--- src/rtl/pwe_pkg.sv ---
package pwe_pkg;
  typedef enum logic {
    EDGE_RISE = 1'b0,
    EDGE_FALL = 1'b1
  } edge_kind_e;

  typedef enum logic {
    PH_IDLE = 1'b0,
    PH_SCAN = 1'b1
  } scan_phase_e;
endpackage

--- src/rtl/pwe_lane_match.sv ---
// Pattern test for one candidate index; win is centred on the candidate.
module pwe_lane_match #(
  parameter int RUN_LEN = 3
) (
  input  logic               fall_mode,
  input  logic               in_range,
  input  logic [2*RUN_LEN:0] win,
  output logic               hit
);
  logic rise_ok;
  logic fall_ok;

  always_comb begin
    rise_ok = !win[RUN_LEN-1] && (&win[2*RUN_LEN:RUN_LEN]);
    fall_ok = !win[RUN_LEN] && (&win[RUN_LEN-1:0]);
    hit     = in_range && (fall_mode ? fall_ok : rise_ok);
  end
endmodule

--- src/rtl/pwe_first_hit.sv ---
// Lowest-lane priority pick among the candidates examined in one cycle.
module pwe_first_hit #(
  parameter int LANES  = 1,
  parameter int LANE_W = 1
) (
  input  logic [LANES-1:0]  hits,
  output logic              any_hit,
  output logic [LANE_W-1:0] lane
);
  always_comb begin
    any_hit = |hits;
    lane    = '0;
    for (int l = LANES - 1; l >= 0; l--) begin
      if (hits[l]) lane = LANE_W'(l);
    end
  end
endmodule

--- src/rtl/pwe_scan_ctrl.sv ---
module pwe_scan_ctrl
  import pwe_pkg::*;
#(
  parameter int MAP_W   = 256,
  parameter int RUN_LEN = 3,
  parameter int LANES   = 1,
  parameter int CUR_W   = 8,
  parameter int LANE_W  = 1
) (
  input  logic              clk,
  input  logic              rst_n,
  input  logic              req_fire,
  input  logic              req_fall,
  input  logic [CUR_W:0]    req_start,
  input  logic              hit_any,
  input  logic [LANE_W-1:0] hit_lane,
  output logic              busy,
  output logic [CUR_W-1:0]  cursor,
  output logic              fall_q,
  output logic              done,
  output logic              found,
  output logic [CUR_W:0]    found_idx
);
  localparam int IDX_W = CUR_W + 1;
  localparam logic [CUR_W-1:0] FIRST_IDX = CUR_W'(RUN_LEN);
  localparam logic [CUR_W-1:0] LAST_IDX  = CUR_W'(MAP_W - 1 - RUN_LEN);
  localparam logic [CUR_W:0]   STEP      = (CUR_W + 1)'(LANES);

  scan_phase_e       phase_q;
  logic [CUR_W-1:0]  cur_q;
  logic              fall_r;
  logic              done_q;
  logic              found_q;
  logic [IDX_W-1:0]  idx_q;

  logic              start_neg;
  logic [CUR_W-1:0]  start_mag;
  logic              start_dead;
  logic [CUR_W-1:0]  start_pos;
  logic              last_step;
  logic [CUR_W-1:0]  hit_idx;

  always_comb begin
    start_neg  = req_start[IDX_W-1];
    start_mag  = req_start[CUR_W-1:0];
    start_dead = (start_neg && req_fall) || (!start_neg && (start_mag > LAST_IDX));
    start_pos  = (start_neg || (start_mag < FIRST_IDX)) ? FIRST_IDX : start_mag;
    last_step  = ({1'b0, cur_q} + STEP) > {1'b0, LAST_IDX};
    hit_idx    = cur_q + CUR_W'(hit_lane);
  end

  always_ff @(posedge clk) begin
    if (!rst_n) begin
      phase_q <= PH_IDLE;
      cur_q   <= FIRST_IDX;
      fall_r  <= 1'b0;
      done_q  <= 1'b0;
      found_q <= 1'b0;
      idx_q   <= '1;
    end else begin
      done_q <= 1'b0;
      case (phase_q)
        PH_IDLE: begin
          if (req_fire) begin
            if (start_dead) begin
              done_q  <= 1'b1;
              found_q <= 1'b0;
              idx_q   <= '1;
            end else begin
              phase_q <= PH_SCAN;
              cur_q   <= start_pos;
              fall_r  <= req_fall;
            end
          end
        end
        PH_SCAN: begin
          if (hit_any) begin
            done_q  <= 1'b1;
            found_q <= 1'b1;
            idx_q   <= {1'b0, hit_idx};
            phase_q <= PH_IDLE;
          end else if (last_step) begin
            done_q  <= 1'b1;
            found_q <= 1'b0;
            idx_q   <= '1;
            phase_q <= PH_IDLE;
          end else begin
            cur_q <= cur_q + STEP[CUR_W-1:0];
          end
        end
        default: phase_q <= PH_IDLE;
      endcase
    end
  end

  assign busy      = (phase_q == PH_SCAN);
  assign cursor    = cur_q;
  assign fall_q    = fall_r;
  assign done      = done_q;
  assign found     = found_q;
  assign found_idx = idx_q;


  cursor_bound_chk: assert property (@(posedge clk) disable iff (!rst_n)
    (phase_q == PH_SCAN) |-> (cur_q >= FIRST_IDX) && (cur_q <= LAST_IDX));


  fall_dead_chk: assert property (@(posedge clk) disable iff (!rst_n)
    (req_fire && req_fall && req_start[IDX_W-1]) |=> (done_q && !found_q));


  miss_code_chk: assert property (@(posedge clk) disable iff (!rst_n)
    (done_q && !found_q) |-> (idx_q == '1));


  accept_busy_chk: assert property (@(posedge clk) disable iff (!rst_n)
    req_fire |=> ((phase_q == PH_SCAN) ^ done_q));


  done_cause_chk: assert property (@(posedge clk) disable iff (!rst_n)
    done_q |-> ($past(req_fire) || $past(phase_q == PH_SCAN)));
endmodule

--- src/rtl/pass_window_locator.sv ---
module pass_window_locator #(
  parameter int MAP_W   = 256,
  parameter int RUN_LEN = 3,
  parameter int LANES   = 1,
  localparam int CUR_W  = $clog2(MAP_W),
  localparam int IDX_W  = CUR_W + 1
) (
  input  logic             clk,
  input  logic             rst_n,
  input  logic             req_valid,
  output logic             req_ready,
  input  logic             req_fall,
  input  logic [IDX_W-1:0] req_start,
  input  logic [MAP_W-1:0] bitmap,
  output logic             done,
  output logic             found,
  output logic [IDX_W-1:0] found_idx
);
  localparam int LANE_W = (LANES > 1) ? $clog2(LANES) : 1;
  localparam int WIN_W  = 2 * RUN_LEN + 1;
  localparam int SPAN_W = LANES + 2 * RUN_LEN;
  localparam int EXT_W  = MAP_W + LANES;
  localparam logic [CUR_W-1:0] LAST_IDX = CUR_W'(MAP_W - 1 - RUN_LEN);

  logic              fire;
  logic              busy;
  logic [CUR_W-1:0]  cursor;
  logic              fall_q;
  logic [MAP_W-1:0]  map_q;
  logic [EXT_W-1:0]  ext_map;
  logic [CUR_W-1:0]  base;
  logic [SPAN_W-1:0] span;
  logic [LANES-1:0]  lane_hits;
  logic              hit_any;
  logic [LANE_W-1:0] hit_lane;
  logic [CUR_W-1:0]  rep_at;

  assign req_ready = !busy;
  assign fire      = req_valid && req_ready;

  always_ff @(posedge clk) begin
    if (!rst_n) map_q <= '0;
    else if (fire) map_q <= bitmap;
  end

  // Zero pad above the map so out-of-range lanes read defined bits.
  assign ext_map = {{LANES{1'b0}}, map_q};
  assign base    = cursor - CUR_W'(RUN_LEN);
  assign span    = ext_map[base +: SPAN_W];

  for (genvar l = 0; l < LANES; l++) begin : g_lane
    logic in_rng;
    assign in_rng = ({1'b0, cursor} + (CUR_W + 1)'(l)) <= {1'b0, LAST_IDX};
    pwe_lane_match #(.RUN_LEN(RUN_LEN)) u_match (
      .fall_mode (fall_q),
      .in_range  (in_rng),
      .win       (span[l +: WIN_W]),
      .hit       (lane_hits[l])
    );
  end

  pwe_first_hit #(.LANES(LANES), .LANE_W(LANE_W)) u_pick (
    .hits    (lane_hits),
    .any_hit (hit_any),
    .lane    (hit_lane)
  );

  pwe_scan_ctrl #(
    .MAP_W(MAP_W), .RUN_LEN(RUN_LEN), .LANES(LANES),
    .CUR_W(CUR_W), .LANE_W(LANE_W)
  ) u_ctrl (
    .clk       (clk),
    .rst_n     (rst_n),
    .req_fire  (fire),
    .req_fall  (req_fall),
    .req_start (req_start),
    .hit_any   (hit_any),
    .hit_lane  (hit_lane),
    .busy      (busy),
    .cursor    (cursor),
    .fall_q    (fall_q),
    .done      (done),
    .found     (found),
    .found_idx (found_idx)
  );

  assign rep_at = found_idx[CUR_W-1:0];


  rise_shape_chk: assert property (@(posedge clk) disable iff (!rst_n)
    (done && found && !fall_q) |->
      (!map_q[rep_at - 1'b1] && (&ext_map[rep_at +: RUN_LEN + 1])));


  fall_shape_chk: assert property (@(posedge clk) disable iff (!rst_n)
    (done && found && fall_q) |->
      (!map_q[rep_at] && (&map_q[rep_at - CUR_W'(RUN_LEN) +: RUN_LEN])));
endmodule

--- config.mk ---
export PLATFORM = sky130hd
export DESIGN_NAME = pass_window_locator
export DESIGN_NICKNAME = d
export VERILOG_FILES = /design/src/rtl/pwe_pkg.sv /design/src/rtl/pwe_lane_match.sv /design/src/rtl/pwe_first_hit.sv /design/src/rtl/pwe_scan_ctrl.sv /design/src/rtl/pass_window_locator.sv
export SDC_FILE = /design/constraint.sdc
export NUM_CORES = 1
export LEC_CHECK = 0
export CORE_MARGIN = 2
export CORE_UTILIZATION = 33
export DETAILED_ROUTE_END_ITERATION = 6
export PLACE_DENSITY = 0.61
export SYNTH_ARGS = -nofsm -noshare
export SYNTH_HDL_FRONTEND = slang
export SYNTH_SLANG_ARGS = --single-unit
--- constraint.sdc ---
create_clock -name clk -period 9.4 [get_ports clk]
set_clock_uncertainty 0.1 [all_clocks]
set_input_delay 2.82 -clock clk [delete_from_list [all_inputs] [get_ports clk]]
set_output_delay 2.82 -clock clk [all_outputs]
set_load 0.01 [all_outputs]
# == After elaboration in Yosys (flattened, before gate mapping) ==
# Index checks and enable logic that the tools add are counted.
# word_totals
input_bits,269
regBits,277
wordCells,67
# op_classes
order_cmp,4
reduce_logical,17
n_shift,1
n_eq_ne,6
muxes,27
bitwise_logic,2
n_addsub,3
# ops
operator,n
$shiftx A257 B9 Y7,1
$mux W8,5
$mux W9,4
$pmux W9 S2,1
$pmux W8 S2,1
$mux W1,13
$add A8 B1 Y9 const B,1
$gt A9 B8 Y1 const B,1
$reduce_and A3 Y1,3
$add A8 B1 Y8 const B,1
$gt A8 B8 Y1 const B,1
$le A8 B8 Y1 const B,1
$lt A8 B2 Y1 const B,1
$ne A2 B2 Y1 const B,4
$reduce_and A4 Y1,2
$sub A8 B2 Y8 const B,1
$logic_and A1 B1 Y1,6
$pmux W1 S2,3
$logic_not A1 Y1,4
$ne A3 B3 Y1 const B,1
$logic_or A1 B1 Y1,2
$ne A2 B1 Y1 const B,1
$not A1 Y1,2

# == Depth between registers and ports, before layout ==
# logic_depth
word_depth,8
mapped_depth,26

# == By module ==
# A second synthesis with hierarchy kept.
# hier_totals
cells_unflattened,2479
area_unflattened_um2,22560.4
# modules_own_cells
module,n_inst,cells_per_inst,area_per_inst_um2
pass_window_locator,1,2333,21289.2
pwe_scan_ctrl,1,138,1212.4
pwe_lane_match,1,5,40.0
pwe_first_hit,1,3,18.8

# == Least setup slack after synthesis ==
# OpenSTA, ideal clock, no wires.
# synth_timing
path_kind,register to register
startpoint,register u_ctrl.cur_q[0] (netlist: u_ctrl.cursor[0])
endpoint,register u_ctrl.cur_q[0] (netlist: u_ctrl.cursor[0])
setup_ns,0.121
slack_ns,4.403
synth_period_minus_slack_ns,4.997
stages_incl_launch_ff,24
arrival_time_ns,4.776
path_buffers,10
cell_sequence,dfxtp_1 > buf_6 > inv_4 > buf_8 > buf_4 > buf_2 > buf_2 > clkbuf_8 > ha_1 > buf_4 > buf_8 > buf_6 > buf_4 > mux4_2 > nand2_1 > a21oi_1 > a2111oi_0 > o221ai_1 > o21ai_2 > o21ai_2 > o31ai_4 > o211ai_2 > a21oi_4 > mux2_4
# synth_between
elab_chain_cells,8
word_cells_on_any_way,20
cone_classes,add/sub: 3; order compare: 2; eq/ne: 2; shift: 1; mux: 4; reduce/logical: 8
# synth_lines
item,line,text
start: declaration,pwe_scan_ctrl.sv:30,logic [CUR_W-1:0] cur_q;
start signal: assignment,pwe_scan_ctrl.sv:71,cur_q <= start_pos;
start signal: assignment,pwe_scan_ctrl.sv:88,cur_q <= cur_q + STEP[CUR_W-1:0];
$sub A8 B2 Y8,pass_window_locator.sv:48,assign base = cursor - CUR_W'(RUN_LEN);
$shiftx A257 B9 Y7,pass_window_locator.sv:49,assign span = ext_map[base +: SPAN_W];
"$reduce_and A4 Y1, or another cell as far along",pwe_lane_match.sv:14,rise_ok = !win[RUN_LEN-1] && (&win[2*RUN_LEN:RUN_LEN]);
$logic_and A1 B1 Y1 (on tied branches),"pwe_lane_match.sv:14, pwe_lane_match.sv:15",
$mux W1,pwe_lane_match.sv:16,hit = in_range && (fall_mode ? fall_ok : rise_ok);
$logic_and A1 B1 Y1,pwe_lane_match.sv:16,
$ne A2 B2 Y1 (no source line),-,
$reduce_and A4 Y1 (no source line),-,
# Several ways; a longest one is shown, not always the timed one. The select of a mux whose other input is x is not followed.
# A chain may end at the register's enable or synchronous reset.

# == Final worst setup path ==
# Ends and elaborated chain as after synthesis.

==> qor.csv <==
metric;value;unit
core_area;61940;µm²
synth_seq_area_share;26.69;%
fin_crit_sh;70.39;%
finalPower;4.618;mW
synth_nets;2830;
placementRows;91;
design.portCount;281;
required;9.76;ns
tightest_slew;1.106;ns
grt_pass1_wl;118.2;mm
fp.dieH;254.9;µm
gp_congestion;0.9365;
rr_startpoint;u_ctrl.cursor[0];
synth_area;20780;µm²
cts_buffers;29;
holdPathStages;2;
setup_ws;2.784;ns
fin_nets;2938;
ff2ff_path_depth;14;
clkSinkCount;277;
max_clock_freq;151.1;MHz
yosys_warnings;0;
peakVddDrop;130.5;µV
cts_setup_buffers;0;
startpoint_type;flip-flop;
drt-vias-per-instance;5.887;
post-route-drc-count;0;
cts_root_buf;clkbuf_16;
place_area;23510;µm²
reg2reg_slack;2.78;ns
p_leak;8.230;nW
drt-initial-drc-count;2120;
hpwlAfterDp;55.61;mm
ys_ff_latch;277;
maxSlewHeadroom;26.27;%
cts_tree;done;
clockBufferDepth;3;
holdPathEnd;map_q[0];
cts_hold_repair.buffers;0;
clk_pin_slew_worst_paths;0.06;ns
gr-total-overflow;0;
drt_pass1_iterations;7;
endpoint_kind;flip-flop;
hp-start;map_q[0];
hold-worst-slack;0.3535;ns
drv_cap;0;
cts_resized;0;
period_needed;6.616;ns
outcome;complete, no violations;
drv_slew;0;
ant_nets;0;
syn-instance-count;2558;
crit_type;flip-flop to flip-flop;
antenna_found_initial;0;
crit_fanout;74;
finalSetupViolCount;0;
wire_per_inst;22.11;µm
grt_max_degree;189;
setup_tns;0;ns
fillCellCount;6372;
routed_wl;77.89;mm
async_flop_share;0;%
dpl_worst_slack;2.868;ns
drive_above_1_share;10.42;%
pwr_density_cell;188.8;nW/µm²
design_area;24460;µm²
vias;20741;
track_usage;23.01;%
r2r-end;u_ctrl.cursor[0];
arrival;6.98;ns
syn_area_per_cell;8.123;µm²
synth_edf_count;0;
die-area;64980;µm²
port_buffers;280;
rsz0062_at_grt;false;
grt_pass1_vias;19806;
start_util;33.54;%
htree_num_levels;1;
area_growth_syn_to_layout;17.72;%
antenna_cells;0;
yosys.cell_types.count;96;
hold_path.class;flip-flop to flip-flop;
synthFlopType;dfxtp_1;
finalHoldViolCount;0;
die_x;254.9;µm
clk_latency;0.58;ns
layer usage:
| metal | global-route usage (%) | vias up | share of wire (%) |
|---|---|---|---|
| met4 | 7.135 | 0 | 2.7 |
| met2 | 36.20 | 992 | 45 |
| met1 | 32.28 | 9986 | 44 |
| li1 | - | 9634 | - |
| met3 | 3.620 | 129 | 8.3 |
| met5 | 0 | - | 0 |
metrics by stage:
stage,util (%),cells
6_report,39.49,3523
5_1_grt,39.49,3523
4_1_cts,39.49,3523
3_5_place_dp,37.96,3472
3_3_place_gp,37.96,3472
2_1_floorplan,-,2558
how the worst max path moves through the flow:
stage,slack [ns],startpoint,to,cells after the start
6_report,2.78,u_ctrl.cursor[0],u_ctrl.cursor[0],14
5_1_grt,2.24,u_ctrl.cursor[0],u_ctrl.cursor[0],14
4_1_cts,2.80,u_ctrl.cursor[0],u_ctrl.cursor[0],14
3_5_place_dp,2.87,u_ctrl.cursor[0],u_ctrl.cursor[0],14
3_3_place_gp,2.78,u_ctrl.cursor[0],u_ctrl.cursor[0],14
2_1_floorplan,4.40,u_ctrl.cursor[0],u_ctrl.cursor[0],23
state kept, by name, indices dropped and copies added, names as in the netlist:
signal            cells
u_ctrl.busy           1
map_q               256
u_ctrl.cursor         8
u_ctrl.done           1
u_ctrl.fall_q         1
u_ctrl.found          1
u_ctrl.found_idx      9
synthesized netlist by cell type, types with 14 or more instances:
cell type  number  area share (%)
nand4_1        15            0.45
nand3_1        60             1.4
buf_4          38             1.4
nor3_1         17            0.41
clkbuf_1      105             1.9
clkbuf_8       24             1.6
a32oi_1        16            0.67
buf_6          22             1.2
nor2_1         79             1.4
o211ai_1       69             2.5
mux2_2         46             2.5
a211oi_1       69             2.5
nor4_1         14            0.42
mux4_2        100              11
dfxtp_1       277              27
xnor2_1        15            0.63
nand2_1       696              13
a21oi_1       318             7.7
mux2i_1       166             8.0
a2111oi_0      19            0.80
a31oi_1        29            0.87
nor2b_1        28            0.84
o21ai_0        61             1.5
buf_2          42             1.0
layout by cell type (no fill, tap or decap), types with 46 or more instances in the layout:
cell type / instances
nor2_1: 79
mux2i_1: 166
a211oi_1: 69
a21oi_1: 318
nand2_1: 695
o211ai_1: 69
dfxtp_1: 276
o21ai_0: 61
mux2_2: 46
nand3_1: 60
mux4_2: 100
clkdlybuf4s50_1: 280
layout make-up:
| cell class | count | area, µm² | share of cell area [%] |
|---|---|---|---|
| clock inverter | 10 | 113.9 | 0.4655 |
| tap | 837 | 1047 | 4.282 |
| sequential | 277 | 5549 | 22.69 |
| inverter | 13 | 56.30 | 0.2302 |
| timing repair buffer | 318 | 3126 | 12.78 |
| multi-input combinational | 2027 | 13740 | 56.16 |
| clock buffer | 41 | 830.8 | 3.397 |
worst max-delay path, stage by stage (launching register included):
cell and delay [ns]:
dfxtp_4 0.95, inv_4 0.44, ha_4 0.89, buf_4 0.89
mux4_2 0.60, nand2_1 0.08, nand2_1 0.09, a2111oi_0 0.62
o31ai_1 0.16, o311ai_0 0.16, nand2_1 0.13, o32ai_2 0.33
o211ai_2 0.24, a21oi_4 0.40, mux2_4 0.33
cells by family (layout without fill, tap and decap cells):
kind of cell / count (synthesis) / in the layout / share of synthesized area, %
XOR/XNOR: 20 / 20 / 1.006
flip-flops: 277 / 277 / 26.69
multiplexers: 319 / 319 / 22.11
AO/OA/AOI/OAI: 725 / 725 / 23.03
AND/OR/NAND/NOR: 960 / 960 / 19.34
buffers and inverters: 254 / 382 / 7.654
adder cells (fa/ha/maj): 3 / 3 / 0.1807
where the power goes:
group | switching (mW) | internal [mW] | total, mW
logic | 1.26 | 0.791 | 2.06
clock network | 0.481 | 0.666 | 1.15
registers | 0.154 | 1.26 | 1.42
total | 1.90 | 2.72 | 4.62
Note: power is estimated with default switching activity, not from simulation.
